File: config.mk
export PLATFORM = sky130hd
export DESIGN_NAME = refclk_frac_div
export DESIGN_NICKNAME = d
export VERILOG_FILES = /design/src/rtl/refclk_pkg.sv /design/src/rtl/refclk_regs.sv /design/src/rtl/refclk_phase.sv /design/src/rtl/refclk_frac_div.sv
export SDC_FILE = /design/constraint.sdc
export NUM_CORES = 1
export LEC_CHECK = 0
export BUFFER_PORTS_ARGS = -buffer_cell sky130_fd_sc_hd__buf_2
export CAP_MARGIN = 30
export CORE_MARGIN = 2
export CORE_UTILIZATION = 31
export CTS_CLUSTER_DIAMETER = 40
export DETAILED_ROUTE_END_ITERATION = 6
export HOLD_SLACK_MARGIN = 0.03
export PLACE_DENSITY = 0.55
export RECOVER_POWER = 100
export REMOVE_ABC_BUFFERS = 1
export SYNTH_ARGS = -nofsm -noshare
export SYNTH_HDL_FRONTEND = slang
export SYNTH_SLANG_ARGS = --single-unit
File: constraint.sdc
create_clock -name clk -period 4.4 [get_ports clk]
set_input_delay 0.44 -clock clk [delete_from_list [all_inputs] [get_ports clk]]
set_output_delay 0.44 -clock clk [all_outputs]
set_load 0.005 [all_outputs]
File: src/rtl/refclk_pkg.sv
// Package: field positions and widths of the reference divider registers.
// Assumes 32-bit register words; positions are fixed by the software view.
package refclk_pkg;
    localparam int SEL_W   = 4;
    localparam int DIV_W   = 15;
    localparam int TRIM_W  = 9;
    localparam int ADDR_W  = 5;
    localparam int DATA_W  = 32;

    localparam int SEL_LSB   = 0;
    localparam int ACT_BIT   = 8;
    localparam int SW_BIT    = 9;
    localparam int OE_BIT    = 12;
    localparam int RUN_BIT   = 15;
    localparam int DIV_LSB   = 16;
    localparam int TRIM_LSB  = 23;

    localparam logic [ADDR_W-1:0] CTRL_ADDR = 5'h00;
    localparam logic [ADDR_W-1:0] TRIM_ADDR = 5'h10;
endpackage

File: src/rtl/refclk_regs.sv
// Module: staged/live register set with self-clearing switch.
// Assumes one write per cycle; the switch copies staged fields to live
// on the cycle after it is set and clears itself on that same edge.
module refclk_regs
    import refclk_pkg::*;
(
    input  logic              clk,
    input  logic              rst_n,
    input  logic              reg_wr,
    input  logic [ADDR_W-1:0] reg_addr,
    input  logic [DATA_W-1:0] reg_wdata,
    input  logic              active,
    output logic [DATA_W-1:0] reg_rdata,
    output logic [SEL_W-1:0]  sel_stage,
    output logic [SEL_W-1:0]  sel_live,
    output logic [DIV_W-1:0]  div_stage,
    output logic [DIV_W-1:0]  div_live,
    output logic [TRIM_W-1:0] trim_live,
    output logic              on_bit,
    output logic              oe_bit,
    output logic              sw_pend
);
    logic [TRIM_W-1:0] trim_stage;
    logic              wr_ctrl;
    logic              wr_trim;
    logic              unused_wbits;

    assign wr_ctrl = reg_wr && (reg_addr == CTRL_ADDR);
    assign wr_trim = reg_wr && (reg_addr == TRIM_ADDR);
    assign unused_wbits = ^{reg_wdata[31], reg_wdata[14:13], reg_wdata[11:10],
                            reg_wdata[8:4], reg_wdata[22:0]};

    // Register state: staged writes, atomic commit, switch self-clear.
    always_ff @(posedge clk) begin
        if (!rst_n) begin
            sel_stage  <= '0;
            sel_live   <= '0;
            div_stage  <= '0;
            div_live   <= '0;
            trim_stage <= '0;
            trim_live  <= '0;
            on_bit     <= 1'b0;
            oe_bit     <= 1'b0;
            sw_pend    <= 1'b0;
        end else begin
            if (sw_pend) begin
                sw_pend   <= 1'b0;
                sel_live  <= sel_stage;
                div_live  <= div_stage;
                trim_live <= trim_stage;
            end
            if (wr_ctrl) begin
                on_bit    <= reg_wdata[RUN_BIT];
                oe_bit    <= reg_wdata[OE_BIT];
                div_stage <= reg_wdata[DIV_LSB +: DIV_W];
                if (!active)
                    sel_stage <= reg_wdata[SEL_LSB +: SEL_W];
                if (!sw_pend && reg_wdata[SW_BIT])
                    sw_pend <= 1'b1;
            end
            if (wr_trim)
                trim_stage <= reg_wdata[TRIM_LSB +: TRIM_W];
        end
    end

    // Read mux: staged view of the addressed word.
    always_comb begin
        reg_rdata = '0;
        if (reg_addr == CTRL_ADDR) begin
            reg_rdata[SEL_LSB +: SEL_W] = sel_stage;
            reg_rdata[ACT_BIT]          = active;
            reg_rdata[SW_BIT]           = sw_pend;
            reg_rdata[OE_BIT]           = oe_bit;
            reg_rdata[RUN_BIT]          = on_bit;
            reg_rdata[DIV_LSB +: DIV_W] = div_stage;
        end else if (reg_addr == TRIM_ADDR) begin
            reg_rdata[TRIM_LSB +: TRIM_W] = trim_stage;
        end
    end
endmodule

File: src/rtl/refclk_phase.sv
// Module: fractional half-period generator.
// Each half period lasts div ticks plus one when the trim accumulator
// carries past 2^TRIM_W; div=trim=0 passes the tick through. A zero
// computed length is raised to one tick. Assumes tick is one cycle wide.
module refclk_phase
    import refclk_pkg::*;
#(
    parameter int CNT_W = DIV_W + 1
) (
    input  logic              clk,
    input  logic              rst_n,
    input  logic              run,
    input  logic              restart,
    input  logic              tick,
    input  logic [DIV_W-1:0]  div,
    input  logic [TRIM_W-1:0] trim,
    output logic              clk_q,
    output logic              busy
);
    logic [CNT_W-1:0]  cnt;
    logic [CNT_W-1:0]  half_raw;
    logic [CNT_W-1:0]  half_len;
    logic [TRIM_W-1:0] acc;
    logic              carry_q;
    logic [TRIM_W:0]   sum;
    logic              bypass;
    logic              edge_now;

    assign bypass   = (div == '0) && (trim == '0);
    assign half_raw = CNT_W'(div) + CNT_W'(carry_q);
    assign half_len = (half_raw == '0) ? CNT_W'(1) : half_raw;
    assign sum      = {1'b0, acc} + {1'b0, trim};
    assign edge_now = tick && ((cnt + CNT_W'(1)) >= half_len);

    // Phase state: tick count, trim accumulator, output level.
    always_ff @(posedge clk) begin
        if (!rst_n || !run || restart) begin
            cnt     <= '0;
            acc     <= '0;
            carry_q <= 1'b0;
            clk_q   <= 1'b0;
        end else if (bypass) begin
            clk_q <= tick;
        end else if (edge_now) begin
            cnt     <= '0;
            acc     <= sum[TRIM_W-1:0];
            carry_q <= sum[TRIM_W];
            clk_q   <= ~clk_q;
        end else if (tick) begin
            cnt <= cnt + CNT_W'(1);
        end
    end

    // Running flag: follows the run bit one cycle later.
    always_ff @(posedge clk) begin
        if (!rst_n) busy <= 1'b0;
        else        busy <= run;
    end
endmodule

File: src/rtl/refclk_frac_div.sv
// Module: top of the fractional reference clock divider.
// Selects one source tick by the live source field, divides it and gates
// the result with the pin enable. Assumes source ticks are synchronous.
module refclk_frac_div
    import refclk_pkg::*;
#(
    parameter int NSRC = 16
) (
    input  logic              clk,
    input  logic              rst_n,
    input  logic [NSRC-1:0]   src_tick,
    input  logic              reg_wr,
    input  logic [ADDR_W-1:0] reg_addr,
    input  logic [DATA_W-1:0] reg_wdata,
    output logic [DATA_W-1:0] reg_rdata,
    output logic              ref_out
);
    localparam int PAD = (1 << SEL_W);

    logic [SEL_W-1:0]  sel_stage;
    logic [SEL_W-1:0]  sel_live;
    logic [DIV_W-1:0]  div_stage;
    logic [DIV_W-1:0]  div_live;
    logic [TRIM_W-1:0] trim_live;
    logic              on_bit;
    logic              oe_bit;
    logic              sw_pend;
    logic              active;
    logic              gen_q;
    logic [PAD-1:0]    tick_vec;
    logic              tick_sel;

    // Widen the source vector so every select code has a defined tick.
    generate
        if (NSRC >= PAD) begin : g_full
            assign tick_vec = src_tick[PAD-1:0];
            if (NSRC > PAD) begin : g_extra
                logic unused_ticks;
                assign unused_ticks = ^src_tick[NSRC-1:PAD];
            end
        end else begin : g_pad
            assign tick_vec = {{(PAD-NSRC){1'b0}}, src_tick};
        end
    endgenerate

    assign tick_sel = tick_vec[sel_live];

    refclk_regs u_regs (
        .clk       (clk),
        .rst_n     (rst_n),
        .reg_wr    (reg_wr),
        .reg_addr  (reg_addr),
        .reg_wdata (reg_wdata),
        .active    (active),
        .reg_rdata (reg_rdata),
        .sel_stage (sel_stage),
        .sel_live  (sel_live),
        .div_stage (div_stage),
        .div_live  (div_live),
        .trim_live (trim_live),
        .on_bit    (on_bit),
        .oe_bit    (oe_bit),
        .sw_pend   (sw_pend)
    );

    refclk_phase u_phase (
        .clk     (clk),
        .rst_n   (rst_n),
        .run     (on_bit),
        .restart (sw_pend),
        .tick    (tick_sel),
        .div     (div_live),
        .trim    (trim_live),
        .clk_q   (gen_q),
        .busy    (active)
    );

    assign ref_out = gen_q && oe_bit;
endmodule

Yosys cells after proc, flatten, opt, wreduce, memory -nomap -nowiden
Index checks and enable logic that the tools add are counted.
{"block": "word_totals", "ff_bits": 87, "out_inout_bits": 33}
{"block": "classes", "add_sub_neg": 3, "n_lt_le_gt_ge": 2, "eq_ne": 1, "mux": 15, "bitwise": 3, "reduce_logical": 21}
{"op": "$mux W16", "n": 3}
{"op": "$add A15 B1 Y16", "n": 1}
{"op": "$add A16 B1 Y16 const B", "n": 1}
{"op": "$ge A16 B16 Y1", "n": 1}
{"op": "$logic_not A16 Y1", "n": 1}
{"op": "$mux W8", "n": 2}
{"op": "$logic_not A15 Y1", "n": 1}
{"op": "$add A9 B9 Y10", "n": 1}
{"op": "$logic_not A9 Y1", "n": 1}
{"op": "$mux W9", "n": 1}
{"op": "$reduce_and A2 Y1", "n": 4}
{"op": "$logic_and A1 B1 Y1", "n": 6}
{"op": "$mux W1", "n": 6}
{"op": "$eq A5 B5 Y1 const B", "n": 1}
{"op": "$logic_not A5 Y1", "n": 1}
{"op": "$lt A4 B5 Y1 const B", "n": 1}
{"op": "$bmux W1 S4", "n": 1}
{"op": "$mux W4", "n": 1}
{"op": "$reduce_bool A2 Y1", "n": 2}
{"op": "$logic_not A1 Y1", "n": 3}
{"op": "$not A1 Y1", "n": 3}
{"op": "$logic_or A1 B1 Y1", "n": 2}
{"op": "$mux W2", "n": 1}

Logic depth before layout (Yosys ltp)
{"block": "depth", "ltp_word": 7, "depth_mapped": 17, "mapped_depth_nobuf": 15}

By module
Synthesis repeated with hierarchy kept, for this count alone.
{"block": "hier_totals", "cells_unflattened": 591, "area_unflattened_um2": 5318.9}
{"mod": "refclk_phase", "instances": 1, "cells_each": 326, "area_per_inst_um2": 2628.8, "seq_area_each_um2": 560.5}
{"mod": "refclk_regs", "instances": 1, "cells_each": 257, "area_per_inst_um2": 2548.7, "seq_area_each_um2": 1181.1}
{"mod": "refclk_frac_div", "instances": 1, "cells_each": 8, "area_per_inst_um2": 141.4, "seq_area_each_um2": 0.0}

Least setup slack after synthesis
Ideal clock, no wire load.
{"block": "synth_timing", "kind": "reg2reg", "startpoint": "register u_regs.div_live[0]", "endpoint": "register u_phase.cnt[15]", "setup_ps": 70, "arrival_time_ps": 3661, "setup_slack_ps": 668, "path_stages_with_launch": 18, "path_cell_list": "dfxtp_1 -> ha_1 -> ha_1 -> and3_1 -> and3_1 -> and3_1 -> mux2i_1 -> a221oi_1 -> a211oi_1 -> ha_1 -> nand2b_1 -> a2111oi_0 -> o311ai_2 -> a21oi_1 -> buf_2 -> buf_2 -> nand3_1 -> a21oi_1"}
{"block": "synth_between", "elab_chain_len": 7, "elab_cells_between_ends": 11, "cone_classes": "add/sub (1); order compare (1); mux (2); bitwise (1); reduce/logical (6)"}
{"item": "start, declared", "line_no": "refclk_regs.sv:17", "text": "output logic [DIV_W-1:0] div_live,"}
{"item": "start signal, assigned", "line_no": "refclk_regs.sv:49", "text": "div_live <= div_stage;"}
{"item": "$add A15 B1 Y16", "line_no": "refclk_phase.sv:30", "text": "assign half_raw = CNT_W'(div) + CNT_W'(carry_q);"}
{"item": "$logic_not A16 Y1", "line_no": "refclk_phase.sv:31", "text": "assign half_len = (half_raw == '0) ? CNT_W'(1) : half_raw;"}
{"item": "$mux W16", "line_no": "refclk_phase.sv:31"}
{"item": "$ge A16 B16 Y1", "line_no": "refclk_phase.sv:33", "text": "assign edge_now = tick && ((cnt + CNT_W'(1)) >= half_len);"}
{"item": "$logic_and A1 B1 Y1", "line_no": "refclk_phase.sv:33"}
{"item": "$reduce_bool A2 Y1 (no source line)"}
{"item": "$reduce_and A2 Y1 (no source line)"}
{"item": "end signal, assigned", "line_no": "refclk_phase.sv:50", "text": "cnt <= cnt + CNT_W'(1);"}
{"item": "end, declared", "line_no": "refclk_phase.sv:20", "text": "logic [CNT_W-1:0] cnt;"}
Parallel ways exist; a longest one is shown, timed or not.
A chain may end at the register's enable or synchronous reset.

Final worst setup path
{"block": "layout_timing", "startpoint": "register u_regs.div_live[0]", "endpoint": "register u_phase.cnt[7]"}
Same word-level chain as after synthesis.

==> key figures <==
Place
  – Hpwl dp: 9549 um
  – IO Port Bufs: 71
  – GP Congestion: 0.8178

Die
  – Core area: 16520 sq um
  – Die area: 17940 sq um
  – Width of the die: 133.9 um
  – Row cnt: 47
  – Die Ht: 133.9 um
  – Io pins: 89
  – Starting Density: 31.67%

GRT
  – Global-route wire length before repair: 21290 um
  – Vias in the first global route: 4256
  – Largest net degree at the start of global routing: 61
  – Grt met1 use: 18.89%
  – Initial antenna violation count: 0
  – GRT Max-Usage Layer: met2
  – Total gr overflow: 0
  – Grt met3 use: 2.910%
  – GRT Total Usage: 14.59%
  – Met2 GRT Util: 24.73%

Clock tree
  – Hold buffers post-CTS: 0
  – Root Driver: clkbuf_16
  – CTS tree: built
  – Post-CTS Setup Inserts: 0
  – H-tree depth: 3
  – Worst skew pair latency: 0.35 ns
  – Max Root-Sink Buffers: 2
  – Clk slew on worst S/H paths: 0.07 ns
  – Post-CTS Resized: 0
  – Clock Sinks: 87
  – TritonCTS Buffers: 9

Route
  – 1st-pass router iterations: 4
  – Vias: 4526
  – Vias per cell: 5.051
  – # DRC: 0
  – WL per Instance: 14.65 um
  – Number of DRC markers in iteration 0: 224
  – Antenna Nets Post-Route: 0
  – Drt total wl: 13120 um

Timing
  – WHS: 0.3229 ns
  – Measured slew at the worst slew-check pin: 2.068 ns
  – Fin crit period: 4.121 ns
  – Final period util: 93.65%
  – Max Slew Vio Count: 61
  – Final setup viols: 0
  – Hold Vio Cnt, Final: 0
  – Max frequency: 242.7 MHz
  – Max-Slew Margin vs Limit: -37.88%
  – Clk_skew: 0.008100 ns

Worst setup path
  – Worst r2r src: u_regs.div_live[0]
  – Cell breakdown of the critical path: ha_1 > ha_1 > and3_1 > and3_1 > and3_1 > mux2i_1 > a221oi_1 > a211oi_1 > ha_1 > nand2b_1 > a2111oi_1 > o311ai_2 > a21oi_2 > buf_4 > nand2_1 > o41ai_1
  – Worst setup EP type: register
  – Worst EP arrival: 4.36 ns
  – R2R setup slack: 0.28 ns
  – FF-to-FF End: u_phase.cnt[7]
  – CP Launch Type: register
  – Slowest-stage cell, CP: a2111oi_1
  – CP Data Required Time: 4.64 ns
  – Crit Path Max Fanout: 6
  – Worst Path Buf+Inv: 1
  – CP delay by family, top: compound AO/OA/AOI/OAI gates
  – CP Class: reg -> reg
  – Crit-path max cell delay: 0.49 ns
  – Reg2reg path depth: 16

Synthesis
  – Post-synthesis sequential area ratio: 33.28%
  – Synth Cell Area: 5234 sq um
  – Distinct cells, synth: 59
  – Prevailing post-synth register cell: dfxtp_1
  – Post-Syn Area per Cell: 8.594 sq um
  – Yosys warning total: 0
  – Mapped Cells: 609
  – Number of flops mapped to enable cells by yosys: 0
  – FF+latch count, synth: 87
  – Async SR Flop Fraction: 0%

Worst hold path
  – Worst Min Path Start: reg_wdata[9]
  – Hold Path Depth: 3
  – HP Class: in -> reg
  – End of the worst hold path: u_regs.sw_pend

Run status
  – Failing checks: capacitance limit, slew limit
  – Status: finished with violations

Pwr
  – Worst VDD drop: 0.1725 mV
  – Pwr Density: 258.7 nW/um^2
  – Power Total: 1.568 mW
  – Lkg Pwr: 2.246 nW

Flow run
  – Total of max-cap violations: 1

Layout
  – Filler cells: 1700
  – N_diodes: 0
  – Area growth, synth to finish: 15.83%
  – Layout cells sized above 1: 15.24%
  – Nets: 756
cell families (layout without fill, tap and decap cells):
kind of cell / count (synthesis) / after routing / share of synthesized area, %
AOI/OAI and AO/OA: 134 / 134 / 18.22
and+or+nand+nor: 235 / 235 / 22.81
muxes: 34 / 34 / 7.698
xor gates and xnor gates: 34 / 34 / 5.690
adders and majority gates: 29 / 29 / 7.076
buffers and inverters: 55 / 115 / 5.164
other: 1 / 8 / 0.07165
DFF: 87 / 87 / 33.28
synthesized netlist by cell type (8+ instances only):
master     n  share of area [%]
inv_1     11               0.79
o21ai_1   14                1.3
o21ai_0    8               0.77
dfxtp_1   87                 33
and2_1    21                2.5
a22o_1     9                1.5
nand2_1   79                5.7
a211oi_1   9                1.3
nor2b_1   33                3.9
a21boi_0  30                4.3
a21oi_1   26                2.5
clkbuf_1  24                1.7
mux2i_1   29                5.5
and3_1    15                1.8
ha_1      28                6.7
xnor2_1   22                3.7
nand4_1    8               0.96
xor2_1    12                2.0
nand3_1   35                3.3
nor2_1    18                1.3
buf_4      8                1.1
worst min-delay path, cell delays in order:
cell and delay (ns):
buf_2 0.10, nand2_1 0.06, nor3_1 0.04
state kept, by name, summed over array words and instances (netlist names), 4 cells and up:
signal,flops
u_phase.cnt,16
u_regs.sel_live,4
u_regs.div_stage,15
u_regs.div_live,15
u_regs.sel_stage,4
u_regs.trim_live,9
u_regs.trim_stage,9
u_phase.acc,9
layout by cell type (no fill, tap or decap), types with 12 or more instances in the layout:
| master | n |
|---|---|
| buf_4 | 14 |
| a21boi_0 | 30 |
| dfxtp_1 | 86 |
| nor2b_1 | 32 |
| xor2_1 | 12 |
| a21oi_1 | 25 |
| xnor2_1 | 22 |
| buf_2 | 58 |
| nand3_1 | 35 |
| o21ai_1 | 14 |
| and3_1 | 15 |
| nor2_1 | 18 |
| mux2i_1 | 29 |
| ha_1 | 28 |
| clkbuf_1 | 15 |
| nand2_1 | 79 |
where the power goes:
| group | internal, mW | switching (mW) | total [mW] |
|---|---|---|---|
| Combinational | 0.0285 | 0.0250 | 0.0534 |
| Sequential | 0.789 | 0.00205 | 0.791 |
| Clock | 0.388 | 0.335 | 0.724 |
| Total | 1.21 | 0.362 | 1.57 |
how the worst max path moves through the flow:
| stage | startpoint | to | depth (start not counted) |
|---|---|---|---|
| 2_1_floorplan | u_regs.div_live[0] | u_phase.cnt[12] | 15 |
| 3_3_place_gp | u_regs.div_live[0] | u_phase.cnt[7] | 16 |
| 3_5_place_dp | u_regs.div_live[0] | u_phase.cnt[7] | 16 |
| 4_1_cts | u_regs.div_live[0] | u_phase.cnt[7] | 16 |
| 5_1_grt | u_regs.div_live[0] | u_phase.cnt[12] | 16 |
| 6_report | u_regs.div_live[0] | u_phase.cnt[7] | 16 |
metrics by stage:
| step | cell area [sq um] | worst slack (ns) | cells | util [%] | TNS [ns] |
|---|---|---|---|---|---|
| floorplan | 5035 | 0.07644 | 573 | - | 0 |
| global placement | 5799 | 0.2796 | 880 | 35.10 | 0 |
| detailed placement | 5799 | 0.1290 | 880 | 35.10 | 0 |
| CTS | 6073 | 0.08877 | 896 | 36.75 | 0 |
| global route | 6062 | -0.02675 | 896 | 36.69 | -0.03740 |
| finish | 6062 | 0.2794 | 896 | 36.69 | 0 |
routing by layer:
layer,share of wire [%],up-vias
met5,0,-
met4,1.1,0
met3,5.0,11
met2,48,104
met1,46,2126
li1,-,2285
area by class of cell:
cell class / count / area, sq um / share of cell area, %
Multi-Input combinational cell: 474 / 3256 / 53.70
Sequential cell: 87 / 1743 / 28.75
Timing Repair Buffer: 87 / 469.2 / 7.740
Tap cell: 220 / 275.3 / 4.541
Clock buffer: 11 / 232.7 / 3.839
Inverter: 12 / 45.04 / 0.7430
Clock inverter: 5 / 41.29 / 0.6811
(Power assumes the default switching activity.)
